===== config.mk =====
export PLATFORM = sky130hd
export DESIGN_NAME = aft_top
export DESIGN_NICKNAME = d
export VERILOG_FILES = /design/src/rtl/aft_pkg.sv /design/src/rtl/aft_seq.sv /design/src/rtl/aft_shift.sv /design/src/rtl/aft_top.sv
export SDC_FILE = /design/constraint.sdc
export NUM_CORES = 1
export LEC_CHECK = 0
export BUFFER_PORTS_ARGS = -buffer_cell sky130_fd_sc_hd__buf_2
export CELL_PAD_IN_SITES_DETAIL_PLACEMENT = 1
export CELL_PAD_IN_SITES_GLOBAL_PLACEMENT = 2
export CORE_MARGIN = 5
export CORE_UTILIZATION = 39
export DETAILED_ROUTE_END_ITERATION = 6
export GPL_TIMING_DRIVEN = 0
export PLACE_DENSITY = 0.95
export SYNTH_ARGS = -nofsm -noshare
export SYNTH_HDL_FRONTEND = slang
export SYNTH_SLANG_ARGS = --single-unit

===== constraint.sdc =====
create_clock -name clk_i -period 7.9 [get_ports clk_i]
set_input_delay 0.79 -clock clk_i [delete_from_list [all_inputs] [get_ports clk_i]]
set_output_delay 0.79 -clock clk_i [all_outputs]
set_load 0.05 [all_outputs]

===== src/rtl/aft_pkg.sv =====
package aft_pkg;
  typedef enum logic [1:0] {PH_IDLE, PH_DATA, PH_PAD} aft_phase_e;
endpackage


===== src/rtl/aft_seq.sv =====
module aft_seq
  import aft_pkg::*;
#(
  parameter int CHL_W  = 5,
  parameter int CHN_W  = 4,
  parameter int OVHD_W = 10
) (
  input  logic              clk_i,
  input  logic              rst_ni,
  input  logic              bit_en_i,
  input  logic              two_sub_i,
  input  logic [CHL_W-1:0]  chl0_i,
  input  logic [CHN_W-1:0]  chn0_i,
  input  logic [CHL_W-1:0]  chl1_i,
  input  logic [CHN_W-1:0]  chn1_i,
  input  logic [OVHD_W-1:0] ovhd_i,
  output logic              start_o,
  output logic              load_o,
  output logic              data_o,
  output logic [CHL_W-1:0]  idx_o
);
  aft_phase_e phase_q, phase_n;
  logic              sub_q, sub_n;
  logic [CHN_W-1:0]  ch_q, ch_n;
  logic [CHL_W-1:0]  idx_q, idx_n;
  logic [OVHD_W-1:0] pad_q, pad_n;
  logic              two_q;
  logic [CHL_W-1:0]  chl_q [2];
  logic [CHN_W-1:0]  chn_q [2];
  logic [OVHD_W-1:0] ovhd_q;
  logic              start, load;
  logic [CHL_W-1:0]  cur_chl;
  logic [CHN_W-1:0]  cur_chn;

  assign cur_chl = chl_q[sub_q];
  assign cur_chn = chn_q[sub_q];

  always_comb begin
    phase_n = phase_q;
    sub_n   = sub_q;
    ch_n    = ch_q;
    idx_n   = idx_q;
    pad_n   = pad_q;
    start   = 1'b0;
    load    = 1'b0;
    unique case (phase_q)
      PH_IDLE: start = 1'b1;
      PH_DATA: begin
        if (idx_q != '0) begin
          idx_n = idx_q - 1'b1;
        end else if (ch_q != cur_chn) begin
          ch_n  = ch_q + 1'b1;
          idx_n = cur_chl;
          load  = 1'b1;
        end else if (!sub_q && two_q) begin
          sub_n = 1'b1;
          ch_n  = '0;
          idx_n = chl_q[1];
          load  = 1'b1;
        end else if (ovhd_q != '0) begin
          phase_n = PH_PAD;
          pad_n   = ovhd_q - 1'b1;
        end else begin
          start = 1'b1;
        end
      end
      PH_PAD: begin
        if (pad_q != '0) pad_n = pad_q - 1'b1;
        else             start = 1'b1;
      end
      default: start = 1'b1;
    endcase
    if (start) begin
      phase_n = PH_DATA;
      sub_n   = 1'b0;
      ch_n    = '0;
      idx_n   = chl0_i;
      load    = 1'b1;
    end
  end

  assign start_o = bit_en_i & start;
  assign load_o  = bit_en_i & load;
  assign data_o  = (phase_n == PH_DATA);
  assign idx_o   = idx_n;

  always_ff @(posedge clk_i or negedge rst_ni) begin
    if (!rst_ni) begin
      phase_q  <= PH_IDLE;
      sub_q    <= 1'b0;
      ch_q     <= '0;
      idx_q    <= '0;
      pad_q    <= '0;
      two_q    <= 1'b0;
      chl_q[0] <= '0;
      chl_q[1] <= '0;
      chn_q[0] <= '0;
      chn_q[1] <= '0;
      ovhd_q   <= '0;
    end else if (bit_en_i) begin
      phase_q <= phase_n;
      sub_q   <= sub_n;
      ch_q    <= ch_n;
      idx_q   <= idx_n;
      pad_q   <= pad_n;
      if (start) begin
        two_q    <= two_sub_i;
        chl_q[0] <= chl0_i;
        chl_q[1] <= chl1_i;
        chn_q[0] <= chn0_i;
        chn_q[1] <= chn1_i;
        ovhd_q   <= ovhd_i;
      end
    end
  end

  // padding countdown stays inside the captured count
  a_r11_pad_bound: assert property (@(posedge clk_i) disable iff (!rst_ni)
    (phase_q == PH_PAD) |-> (pad_q < ovhd_q));
  // second subframe only when captured config asked for it
  a_r4_sub1_enabled: assert property (@(posedge clk_i) disable iff (!rst_ni)
    sub_q |-> two_q);
endmodule


===== src/rtl/aft_shift.sv =====
module aft_shift #(
  parameter int CHL_W  = 5,
  parameter int DATA_W = 32
) (
  input  logic              clk_i,
  input  logic              rst_ni,
  input  logic              bit_en_i,
  input  logic              start_i,
  input  logic              load_i,
  input  logic              data_i,
  input  logic [CHL_W-1:0]  idx_i,
  input  logic [DATA_W-1:0] word_i,
  input  logic              word_valid_i,
  output logic              sd_o,
  output logic              sd_oe_o,
  output logic              fs_o,
  output logic              underrun_o
);
  logic [DATA_W-1:0] shreg_q;
  logic [DATA_W-1:0] word_eff;

  assign word_eff = word_valid_i ? word_i : '0;

  always_ff @(posedge clk_i or negedge rst_ni) begin
    if (!rst_ni) begin
      shreg_q    <= '0;
      sd_o       <= 1'b0;
      sd_oe_o    <= 1'b0;
      fs_o       <= 1'b0;
      underrun_o <= 1'b0;
    end else if (bit_en_i) begin
      fs_o    <= start_i;
      sd_oe_o <= data_i;
      if (load_i) begin
        shreg_q <= word_eff;
        sd_o    <= word_eff[idx_i];
        if (!word_valid_i) underrun_o <= 1'b1;
      end else if (data_i) begin
        sd_o <= shreg_q[idx_i];
      end else begin
        sd_o <= 1'b0;
      end
    end
  end

  a_r8_fs_on_data: assert property (@(posedge clk_i) disable iff (!rst_ni)
    fs_o |-> sd_oe_o);
  a_r6_pad_quiet: assert property (@(posedge clk_i) disable iff (!rst_ni)
    !sd_oe_o |-> !sd_o);
  a_r9_sticky: assert property (@(posedge clk_i) disable iff (!rst_ni)
    underrun_o |=> underrun_o);
  a_r2_hold: assert property (@(posedge clk_i) disable iff (!rst_ni)
    !bit_en_i |=> $stable({sd_o, sd_oe_o, fs_o}));
endmodule


===== src/rtl/aft_top.sv =====
module aft_top #(
  parameter int CHL_W  = 5,
  parameter int CHN_W  = 4,
  parameter int OVHD_W = 10
) (
  input  logic                  clk_i,
  input  logic                  rst_ni,
  input  logic                  bit_en_i,
  input  logic                  two_sub_i,
  input  logic [CHL_W-1:0]      chl0_i,
  input  logic [CHN_W-1:0]      chn0_i,
  input  logic [CHL_W-1:0]      chl1_i,
  input  logic [CHN_W-1:0]      chn1_i,
  input  logic [OVHD_W-1:0]     ovhd_i,
  input  logic [(1<<CHL_W)-1:0] word_i,
  input  logic                  word_valid_i,
  output logic                  word_ready_o,
  output logic                  sd_o,
  output logic                  sd_oe_o,
  output logic                  fs_o,
  output logic                  underrun_o
);
  localparam int DATA_W = 1 << CHL_W;

  logic             start, load, data;
  logic [CHL_W-1:0] idx;

  aft_seq #(.CHL_W(CHL_W), .CHN_W(CHN_W), .OVHD_W(OVHD_W)) u_seq (
    .clk_i, .rst_ni, .bit_en_i, .two_sub_i,
    .chl0_i, .chn0_i, .chl1_i, .chn1_i, .ovhd_i,
    .start_o(start), .load_o(load), .data_o(data), .idx_o(idx)
  );

  aft_shift #(.CHL_W(CHL_W), .DATA_W(DATA_W)) u_shift (
    .clk_i, .rst_ni, .bit_en_i,
    .start_i(start), .load_i(load), .data_i(data), .idx_i(idx),
    .word_i, .word_valid_i,
    .sd_o, .sd_oe_o, .fs_o, .underrun_o
  );

  assign word_ready_o = load;

  a_r5_ready_on_en: assert property (@(posedge clk_i) disable iff (!rst_ni)
    word_ready_o |-> bit_en_i);
  a_r8_start_loads: assert property (@(posedge clk_i) disable iff (!rst_ni)
    (bit_en_i && start) |=> fs_o && sd_oe_o);
endmodule


==> results of run 1 <==
[layout make-up]
| class | instances | area share |
|---|---|---|
| timing repair buffer | 68 | 0.0610 |
| clock buffer | 11 | 0.0422 |
| inverter | 14 | 0.00877 |
| multi-input combinational | 411 | 0.446 |
| tap | 172 | 0.0359 |
| clock inverter | 5 | 0.0213 |
| sequential | 87 | 0.363 |
| buffer | 31 | 0.0217 |
[how the worst max path moves through the flow]
stage / startpoint / endpoint / slack (ns)
CTS: u_seq.idx_q[0] / u_shift.sd_o / 3.02
global placement: u_seq.idx_q[0] / u_shift.sd_o / 3.20
finish: u_seq.idx_q[0] / u_shift.sd_o / 2.94
detailed placement: u_seq.idx_q[0] / u_shift.sd_o / 3.08
global route: u_seq.idx_q[0] / u_shift.sd_o / 2.69
floorplan: u_seq.idx_q[0] / u_shift.sd_o / 4.17
[routing by layer]
| layer | vias to the layer above | global-route usage | wire, um |
|---|---|---|---|
| met1 | 2285 | 0.274 | 6640 |
| met5 | - | 0 | 0 |
| met2 | 111 | 0.367 | 7880 |
| met4 | 0 | 0.0429 | 128 |
| li1 | 2114 | - | - |
| met3 | 14 | 0.0468 | 723 |
[logic make-up after synthesis]
logic type / synth area share
DFF: 0.433
and+or+nand+nor: 0.158
xor gates and xnor gates: 0.0226
adders and majority gates: 0.0149
muxes: 0.152
AOI/OAI and AO/OA: 0.183
buffers and inverters: 0.0363
[power by group through the flow]
| stage | sequential (uW) | clock (uW) | combinational [uW] |
|---|---|---|---|
| finish | 819 | 546 | 1490 |
| global route | 844 | 572 | 1620 |
| detailed placement | 824 | 0 | 1470 |
| floorplan | 795 | 0 | 1080 |
| CTS | 818 | 555 | 1490 |
| global placement | 808 | 0 | 1420 |
[through the flow]
step                      utilization  instances  total power (uW)  worst slack (ns)
after floorplan                     -        543              1870              4.17
final                           0.475        799              2850              2.94
after CTS                       0.475        799              2860              3.02
after global routing            0.475        799              3040              2.69
after detailed placement        0.445        783              2300              3.08
after global placement          0.442        782              2230              3.20
[layout by cell type, fill, tap and decap left out, types with 3 or more instances in the layout]
cell,instances
nand2_1,94
dfrtp_1,87
buf_2,71
o21ai_0,53
mux2i_1,35
mux2_2,35
a21oi_1,31
nor2_1,25
clkbuf_1,22
nand3_1,20
nor3_1,14
inv_1,13
o22ai_1,9
clkbuf_16,9
xor2_1,8
ha_1,6
nor4_1,5
xnor2_1,5
a31oi_1,4
a211oi_1,4
bufinv_16,4
nor2b_1,3
nand2b_1,3
buf_1,3
and3_1,3
a211o_1,3
o41ai_1,3
o31ai_1,3
[worst register-to-register path: cells and delay by family, from the launching register on]
family	cells	cell delay, ns
DFF	1	0.40
buffers and inverters	2	0.55
muxes	1	0.41
and+or+nand+nor	5	1.69
AOI/OAI and AO/OA	5	1.52
adders and majority gates	1	0.26
[registers in the layout, summed over array words and instances (netlist names)]
name                cells
u_seq.sub_q             1
u_seq.chl_q            10
u_seq.idx_q             5
u_shift.underrun_o      1
u_seq.phase_q           2
u_seq.two_q             1
u_shift.sd_o            1
u_shift.sd_oe_o         1
u_shift.shreg_q        32
u_seq.ch_q              4
u_seq.chn_q             8
u_seq.ovhd_q           10
u_seq.pad_q            10
u_shift.fs_o            1
==> flow_metrics.tcl, run 1 <==
set metrics [dict create \
    avgSynthCellArea_um2 9.27 \
    port_buffers 67 \
    hpwl_um 11600 \
    synth_top_cell_by_area "dfrtp_1" \
    ys_types 63 \
    cp_slowest_cell "o41ai_4" \
    grt_antenna_before_repair 0 \
    tritoncts "done" \
    setup_viol 0 \
    cp_max_fo 10 \
    syn_to_final_growth_pct 19.1 \
    cap_violations 0 \
    ir_drop_mv 0.214 \
    yosys_warnings 0 \
    die_w_um 124 \
    required_ns 8.11 \
    critPathLaunchType "flop" \
    synth_area_leaders "dfrtp_1 (43%), mux2_2 (7.8%), nand2_1 (7.0%)" \
    die_area_mm2 0.0153 \
    grt-ovfl-total 0 \
    drc 0 \
    final_nets 693 \
    sw_frac_of_total 0.435 \
    rrSetupSlack_ns 2.94 \
    stdcell_area_mm2 0.00599 \
    cts_root_buf "clkbuf_16" \
    ff2ff_path_depth 14 \
    finClkSkew_ns 0.00828 \
    grt_pass1_vias 4952 \
    synth_area_mm2 0.00503 \
    p_sw_uw 1240 \
    core_mm2 0.0126 \
    p_seq_frac 0.287 \
    placed_cell_area_mm2 0.00561 \
    vias 4524 \
    netlist_instances 543 \
    relSlewSlack 0.0844 \
    holdWs_ns 0.406 \
    drt_iter0_markers 283 \
    ys_seq_area_frac 0.433 \
    die_h_um 124 \
    dr.pass1.iters 4 \
    synth_edf_count 0 \
    start_util 0.399 \
    pwr-share-clk 0.191 \
    post-cts-setup-buffer-count 0 \
    max_freq_mhz 202 \
    synth_most_common_cell "nand2_1" \
    gp_congestion 0.849 \
    cp_slowest_stage_delay_ns 0.78 \
    wire_per_inst_um 19.2 \
    antenna_cells 0 \
    final_layout_size_suffix_gt1_frac 0.211 \
    drtAntennaViolNets 0 \
    share_comb_of_total_power 0.521 \
    ys.flop_type "dfrtp_1" \
    clkSinkCount 87 \
    finalCriticalPeriod_ns 4.96 \
    grt_max_degree 51 \
    period_share 0.628 \
    crit_buf_inv 2 \
    syn_nets 614 \
    worstPathArrival_ns 5.17 \
    ys_top_cells_by_count "nand2_1 (94), dfrtp_1 (87), o21ai_0 (53), mux2_2 (35), mux2i_1 (35)" \
    hold_violations 0 \
    regArea_mm2 0.00218 \
    power.density_mw_per_mm2 476 \
    cts_hold_buf 0 \
    ys_ff_latch 87 \
    worstReg2RegEnd "u_shift.sd_o" \
    worstPathCellList "inv_1 > ha_1 > nand2b_1 > nor3_1 > nand2_1 > o41ai_4 > a2111oi_0 > nor2_1 > buf_2 > mux2_2 > o2111ai_1 > nand4_1 > a22oi_1 > o211ai_1" \
    io_pins 70 \
    rsz0062_at_grt "no" \
    clk_path_buf_depth 2 \
    crit_type "flop to flop" \
    async_reset_ff_frac 1.00 \
    clk_latency_ns 0.35 \
    r2r_start "u_seq.idx_q[0]" \
    slew_viol_final 0 \
    endpoint_kind "flop" \
    multi_input_area_mm2 0.00267 \
    grt_usage 0.212 \
    avgViaCountPerCell 5.66 \
    rows 41 \
    critPathTopFamily "simple AND/OR/NAND/NOR gates" \
    cts_max_level 3 \
    ctsResizeCount 0 \
    grt_pass1_wl_um 25200 \
    cp.depth 14 \
    worst_pin_slew_ns 1.36 \
    yosysTopAreaCellShare 0.433 \
    status "complete, no violations" \
    internal-power_uw 1610 \
    p_leak_uw 0.00273 \
    path_clk_slew_ns 0.07 \
    drt-total-wl_um 15400 \
    fillers 1499 \
    hold_class "input pin to async pin" \
    cts_buffers 9 \
    tns_ns 0 \
]
(Power assumes the default switching activity.)
==> inputs of run 2 (changes only) <==
--- a/config.mk
+++ b/config.mk
@@ -9,10 +9,10 @@
 export CELL_PAD_IN_SITES_DETAIL_PLACEMENT = 1
 export CELL_PAD_IN_SITES_GLOBAL_PLACEMENT = 2
 export CORE_MARGIN = 5
-export CORE_UTILIZATION = 39
+export CORE_UTILIZATION = 32
 export DETAILED_ROUTE_END_ITERATION = 6
 export GPL_TIMING_DRIVEN = 0
-export PLACE_DENSITY = 0.95
+export PLACE_DENSITY = 0.86
 export SYNTH_ARGS = -nofsm -noshare
 export SYNTH_HDL_FRONTEND = slang
 export SYNTH_SLANG_ARGS = --single-unit
==> constraint.sdc (replaced) <==
create_clock -name clk_i -period 4 [get_ports clk_i]
set_input_delay 0.4 -clock clk_i [delete_from_list [all_inputs] [get_ports clk_i]]
set_output_delay 0.4 -clock clk_i [all_outputs]
set_load 0.05 [all_outputs]
==> run 2 against run 1 <==
Global-route usage shrank 3.7 points. Clock power grew 78%. Sequential power grew 99%. Register-to-register slack lost 2.8 ns. Setup slack lost 2.8 ns. Non-clock buffer count grew 12. Combinational power grew 120%. Flip-flop and latch count is the same. Fmax grew 27%. Largest power group unchanged. Highest routed layer unchanged.
==> flow_metrics.tcl, run 2 (synthesis results as in run 1) <==
set metrics [dict create \
    wire_per_inst_um 18.6 \
    worstPathCellList "buf_4 > mux2i_2 > xnor2_2 > or4_1 > buf_6 > o41ai_4 > buf_4 > buf_4 > a2111oi_2 > nor2_2 > buf_4 > mux2_2 > o2111ai_1 > nand4_1 > a22oi_1 > o211ai_1" \
    finClkSkew_ns 0.00580 \
    grt_antenna_before_repair 0 \
    final_nets 705 \
    drt-met1-wl_um 6840 \
    grt_max_degree 52 \
    core_mm2 0.0153 \
    cts_hold_buf 0 \
    cp_slowest_cell "or4_1" \
    cp_max_fo 6 \
    clk_path_buf_depth 2 \
    crit_type "flop to flop" \
    tritoncts "done" \
    cts_max_level 3 \
    timing.final.ws_setup_ns 0.0987 \
    fillers 1803 \
    crit_buf_inv 5 \
    hold_class "input pin to async pin" \
    pwr-share-clk 0.166 \
    drc 0 \
    drt_iter0_markers 186 \
    sw_frac_of_total 0.437 \
    status "complete, no violations" \
    power.density_mw_per_mm2 937 \
    worstPathArrival_ns 4.11 \
    cts_root_buf "clkbuf_16" \
    grt_pass1_vias 5020 \
    grt_pass1_wl_um 25500 \
    clkSinkCount 87 \
    final_layout_size_suffix_gt1_frac 0.255 \
    drtAntennaViolNets 0 \
    gp_congestion 0.869 \
    largest_reg_flops 32 \
    syn_to_final_growth_pct 24.4 \
    grt-ovfl-total 0 \
    holdWs_ns 0.0172 \
    max_freq_mhz 256 \
    cts_buffers 9 \
    hold_violations 0 \
    placed_cell_area_mm2 0.00566 \
    antenna_cells 0 \
    die_w_um 135 \
    stdcell_area_mm2 0.00626 \
    p_sw_uw 2560 \
    ir_drop_mv 0.330 \
    io_pins 70 \
    dr_wl_met3_um 667 \
    finalCriticalPeriod_ns 3.90 \
    top_register "u_shift.shreg_q" \
    cap_violations 0 \
    die_h_um 135 \
    p_seq_frac 0.279 \
    share_comb_of_total_power 0.556 \
    dr.pass1.iters 4 \
    drt-total-wl_um 15800 \
    port_buffers 67 \
    worst_pin_slew_ns 0.762 \
    setup_viol 0 \
    rows 45 \
    hpwl_um 11700 \
    internal-power_uw 3300 \
    clk_latency_ns 0.35 \
    rrSetupSlack_ns 0.1 \
    critPathTopFamily "simple AND/OR/NAND/NOR gates" \
    relSlewSlack 0.486 \
    highest_layer "met4" \
    required_ns 4.21 \
    path_clk_slew_ns 0.06 \
    critPathLaunchType "flop" \
    slew_viol_final 0 \
    met2WireLength_um 7990 \
    endpoint_kind "flop" \
    avgViaCountPerCell 5.32 \
    period_share 0.975 \
    layout_commonest_cell "nand2_1" \
    cp_common_cell "buf_4" \
    cp_slowest_stage_delay_ns 0.54 \
    grt_usage 0.175 \
    start_util 0.329 \
    p_leak_uw 0.00284 \
    final_cell_mix "nand2_1 (93), dfrtp_1 (87), buf_2 (68)" \
    die_area_mm2 0.0183 \
    dp_slack_ns -0.828 \
    vias 4522 \
]
[run 2: cell count changes in the layout (fill, tap and decap cells not counted), sizes merged]
| cell | change |
|---|---|
| buf | +12 |
| clkinvlp | -1 |
| bufinv | -1 |
| clkinv | +3 |
| clkbuf | -1 |
[run 2: what timing repair did]
action,CTS,global route
endpoints found under the hold margin,0,0
endpoints found under the setup margin,39,10
pin swaps,3,5
buffers inserted,7,5
resized for setup,12,27
[run 2: through the flow]
| step | std cells | TNS [ns] | total power [uW] | utilization |
|---|---|---|---|---|
| 4_1_cts | 845 | 0 | 5650 | 0.398 |
| 5_1_grt | 850 | -0.0274 | 6270 | 0.409 |
| 3_5_place_dp | 822 | -7.62 | 4520 | 0.370 |
| 2_1_floorplan | 543 | 0 | 3690 | - |
| 6_report | 850 | 0 | 5860 | 0.409 |
| 3_3_place_gp | 821 | -3.82 | 4410 | 0.368 |
[run 2: layout make-up]
cell class                      count  area, um2  share of cell area
Multi-Input combinational cell    411       2820               0.450
Inverter                           14       52.6             0.00840
Clock buffer                       10        229              0.0366
Clock inverter                      6        109              0.0174
Buffer                             31        153              0.0244
Timing Repair Buffer               80        455              0.0728
Tap cell                          211        264              0.0422
Sequential cell                    87       2180               0.348
[run 2: power groups by stage]
stage               clock [uW]  combinational, uW  sequential, uW
floorplan                    0               2120            1570
global placement             0               2820            1600
detailed placement           0               2900            1620
CTS                        987               3050            1610
global route              1020               3560            1680
finish                     972               3260            1630
[run 2: path summary, 6_finish.rpt]
check                      cells past startpoint                from            endpoint
min in group clk_i                             2           chn1_i[2]      u_seq.chn_q[2]
max                                           16         u_seq.sub_q        u_shift.sd_o
max reg2reg                                   16         u_seq.sub_q        u_shift.sd_o
min                                            1              rst_ni      u_seq.pad_q[4]
min reg2reg                                    1  u_shift.underrun_o  u_shift.underrun_o
max in group asynchronous                      2              rst_ni        u_shift.sd_o
[run 2: metal layers]
| layer | global-route usage | vias up |
|---|---|---|
| met1 | 0.215 | 2269 |
| met2 | 0.304 | 95 |
| met3 | 0.0416 | 18 |
| met4 | 0.0510 | 0 |
| met5 | 0 | - |
| li1 | - | 2140 |
==> inputs of run 3 (changes only) <==
--- a/config.mk
+++ b/config.mk
@@ -9,10 +9,11 @@
 export CELL_PAD_IN_SITES_DETAIL_PLACEMENT = 1
 export CELL_PAD_IN_SITES_GLOBAL_PLACEMENT = 2
 export CORE_MARGIN = 5
-export CORE_UTILIZATION = 32
+export CORE_UTILIZATION = 34
 export DETAILED_ROUTE_END_ITERATION = 6
 export GPL_TIMING_DRIVEN = 0
-export PLACE_DENSITY = 0.86
+export PLACE_DENSITY = 0.87
 export SYNTH_ARGS = -nofsm -noshare
 export SYNTH_HDL_FRONTEND = slang
+export SYNTH_HIERARCHICAL = 1
 export SYNTH_SLANG_ARGS = --single-unit
==> run 3 against run 2 <==
The run now ends with negative hold slack left. Count of clock-buffer cells in the layout increased by 1. Largest cell class unchanged. Non-clock buffer count rose by 1. Clock skew rose by 0.0037 ns. Routed wire length grew 0.48%. Clock power is 12% lower. Synthesized cell count down 4.8%. Hold slack worse by 0.020 ns. Flip-flop and latch count did not move. Utilization grew 1.6 points. Total power increased by 17%.
==> flow_metrics.tcl, run 3 <==
set metrics [dict create \
    status "complete, but fails checks" \
    violations "negative hold slack" \
    p_leak_uw 0.00287 \
    core_mm2 0.0153 \
    grt_antenna_before_repair 0 \
    finClkSkew_ns 0.00945 \
    cts_max_level 3 \
    ys_top_cells_by_count "dfrtp_1 (87), nand2_1 (82), o21ai_0 (46), nor2_1 (31), mux2_4 (27)" \
    start_util 0.349 \
    vias 4450 \
    async_reset_ff_frac 1.00 \
    holdWs_ns -0.00247 \
    share_comb_of_total_power 0.644 \
    drc 0 \
    worstPathCellList "buf_6 > mux2i_4 > xnor2_2 > or4_4 > o31ai_4 > buf_6 > nor2_1 > a22o_4 > buf_6 > mux4_2 > mux4_2 > clkinv_1 > nand2_1 > a221o_1" \
    cp_slowest_cell "or4_4" \
    grt_usage 0.181 \
    crit_type "flop to flop" \
    ys_types 68 \
    hold_violations 2 \
    finalCriticalPeriod_ns 3.91 \
    path_clk_slew_ns 0.06 \
    grt_pass1_wl_um 26200 \
    max_freq_mhz 256 \
    dr.pass1.iters 4 \
    die_w_um 135 \
    p_sw_uw 2910 \
    clk_path_buf_depth 2 \
    pwr-share-clk 0.124 \
    io_pins 70 \
    crit_buf_inv 4 \
    netlist_instances 517 \
    gp_congestion 0.877 \
    layout_commonest_cell "dfrtp_1" \
    endpoint_kind "flop" \
    power.density_mw_per_mm2 1060 \
    drt_iter0_markers 250 \
    ir_drop_mv 0.412 \
    internal-power_uw 3970 \
    ff2ff_path_depth 14 \
    largest_reg_flops 32 \
    cts_buffers 9 \
    avgSynthCellArea_um2 10.3 \
    cts_root_buf "clkbuf_16" \
    synth_top_cell_by_area "dfrtp_1" \
    rrSetupSlack_ns 0.09 \
    ys_seq_area_frac 0.407 \
    rows 45 \
    worst_pin_slew_ns 1.00 \
    yosysTopAreaCellShare 0.407 \
    synth_edf_count 0 \
    period_share 0.978 \
    grt_max_degree 58 \
    drtAntennaViolNets 0 \
    timing.final.ws_setup_ns 0.0881 \
    synth_area_leaders "dfrtp_1 (41%), mux2_4 (7.6%), nand2_1 (5.8%)" \
    r2r_start "u_seq/sub_q" \
    tns_ns 0 \
    clk_latency_ns 0.35 \
    hpwl_um 11600 \
    sw_frac_of_total 0.423 \
    grt_pass1_vias 4941 \
    slew_viol_final 0 \
    total_power_uw 6880 \
    antenna_cells 0 \
    stdcell_area_mm2 0.00650 \
    syn_to_final_growth_pct 21.4 \
    critPathCapture "u_shift/sd_o" \
    worstReg2RegEnd "u_shift/sd_o" \
    synth_top_family_by_area "multiplexers" \
    hold_class "input pin to async pin" \
    top_register "u_shift/shreg_q" \
    die_area_mm2 0.0183 \
    synth_area_mm2 0.00535 \
    placed_cell_area_mm2 0.00599 \
    fillers 1779 \
    worstPathArrival_ns 4.15 \
    die_h_um 135 \
    synth_most_common_cell "dfrtp_1" \
    ys_ff_latch 87 \
    avgViaCountPerCell 5.40 \
    port_buffers 68 \
    synthAdderAreaFrac 0.0140 \
    dp_slack_ns -0.912 \
    yosys_warnings 6 \
    critPathTopFamily "multiplexers" \
    p_seq_frac 0.232 \
    setup_viol 0 \
    final_cell_mix "dfrtp_1 (87), nand2_1 (81), buf_2 (68)" \
    drt-total-wl_um 15900 \
    cp.depth 14 \
    relSlewSlack 0.327 \
    final_layout_size_suffix_gt1_frac 0.300 \
    critPathLaunchType "flop" \
    cp_slowest_stage_delay_ns 0.64 \
    cp_max_fo 10 \
    synthXorXnorAreaFrac 0.0229 \
    grt-ovfl-total 0 \
    synth_mux_area_frac 0.202 \
    ys.flop_type "dfrtp_1" \
    required_ns 4.24 \
    syn_nets 588 \
    wire_per_inst_um 19.2 \
    final_nets 679 \
    yosys.area_share.simple 0.160 \
    cap_violations 0 \
    synth_compound_area_frac 0.143 \
    tritoncts "done" \
    clkSinkCount 87 \
    cp_common_cell "buf_6" \
    cp-startpoint "u_seq/sub_q" \
]
==> run 3: what timing repair did <==
item,in CTS,in global routing
endpoints found under the hold margin,0,0
setup buffers,7,6
pin swaps,3,8
gates cloned,0,0
hold buffers,0,0
setup endpoints to repair,1,3
gates resized for setup,10,23
==> run 3: cell families (layout without fill, tap and decap cells) <==
group | Yosys count | after routing
compound gates | 114 | 114
flops | 87 | 87
mux | 73 | 73
xor+xnor | 14 | 14
fa+ha+maj | 6 | 6
buf+inv | 43 | 139
simple gates | 180 | 180
==> run 3: layout make-up <==
| type | count | area, um2 | share of cell area |
|---|---|---|---|
| inverter | 11 | 41.3 | 0.00636 |
| multi-input combinational | 387 | 3010 | 0.463 |
| sequential | 87 | 2180 | 0.335 |
| clock inverter | 5 | 58.8 | 0.00905 |
| buffer | 30 | 241 | 0.0372 |
| tap | 211 | 264 | 0.0406 |
| timing repair buffer | 82 | 475 | 0.0732 |
| clock buffer | 11 | 233 | 0.0358 |
==> run 3: per-layer routing <==
layer	vias up	wire length, um	GRT usage
met4	0	221	0.0459
met2	93	7750	0.304
li1	2065	-	-
met1	2275	7140	0.230
met3	17	745	0.0490
met5	-	0	0
==> run 3: metrics by stage <==
| step | utilization | std cells |
|---|---|---|
| floorplan | - | 517 |
| global placement | 0.389 | 796 |
| detailed placement | 0.391 | 797 |
| CTS | 0.416 | 819 |
| global route | 0.424 | 824 |
| finish | 0.424 | 824 |
==> run 3: power by group through the flow <==
stage	combinational, uW	clock (uW)	sequential, uW
floorplan	2980	0	1520
global placement	3780	0	1560
detailed placement	3890	0	1590
CTS	4110	871	1580
global route	4780	913	1650
finish	4430	852	1600
==> run 3: worst min path at each step <==
stage                             startpoint            endpoint  slack (ns)  cells past startpoint
after floorplan                       rst_ni       u_seq/ch_q[0]        0.10                      0
after global placement    u_shift/shreg_q[5]  u_shift/shreg_q[5]        0.45                      2
after detailed placement              rst_ni      u_seq/chl_q[0]        0.38                      1
after CTS                             rst_ni      u_seq/chl_q[8]       0.001                      1
after global routing                  rst_ni      u_seq/chl_q[0]        0.01                      1
final                                 rst_ni      u_seq/chl_q[0]      -0.002                      1
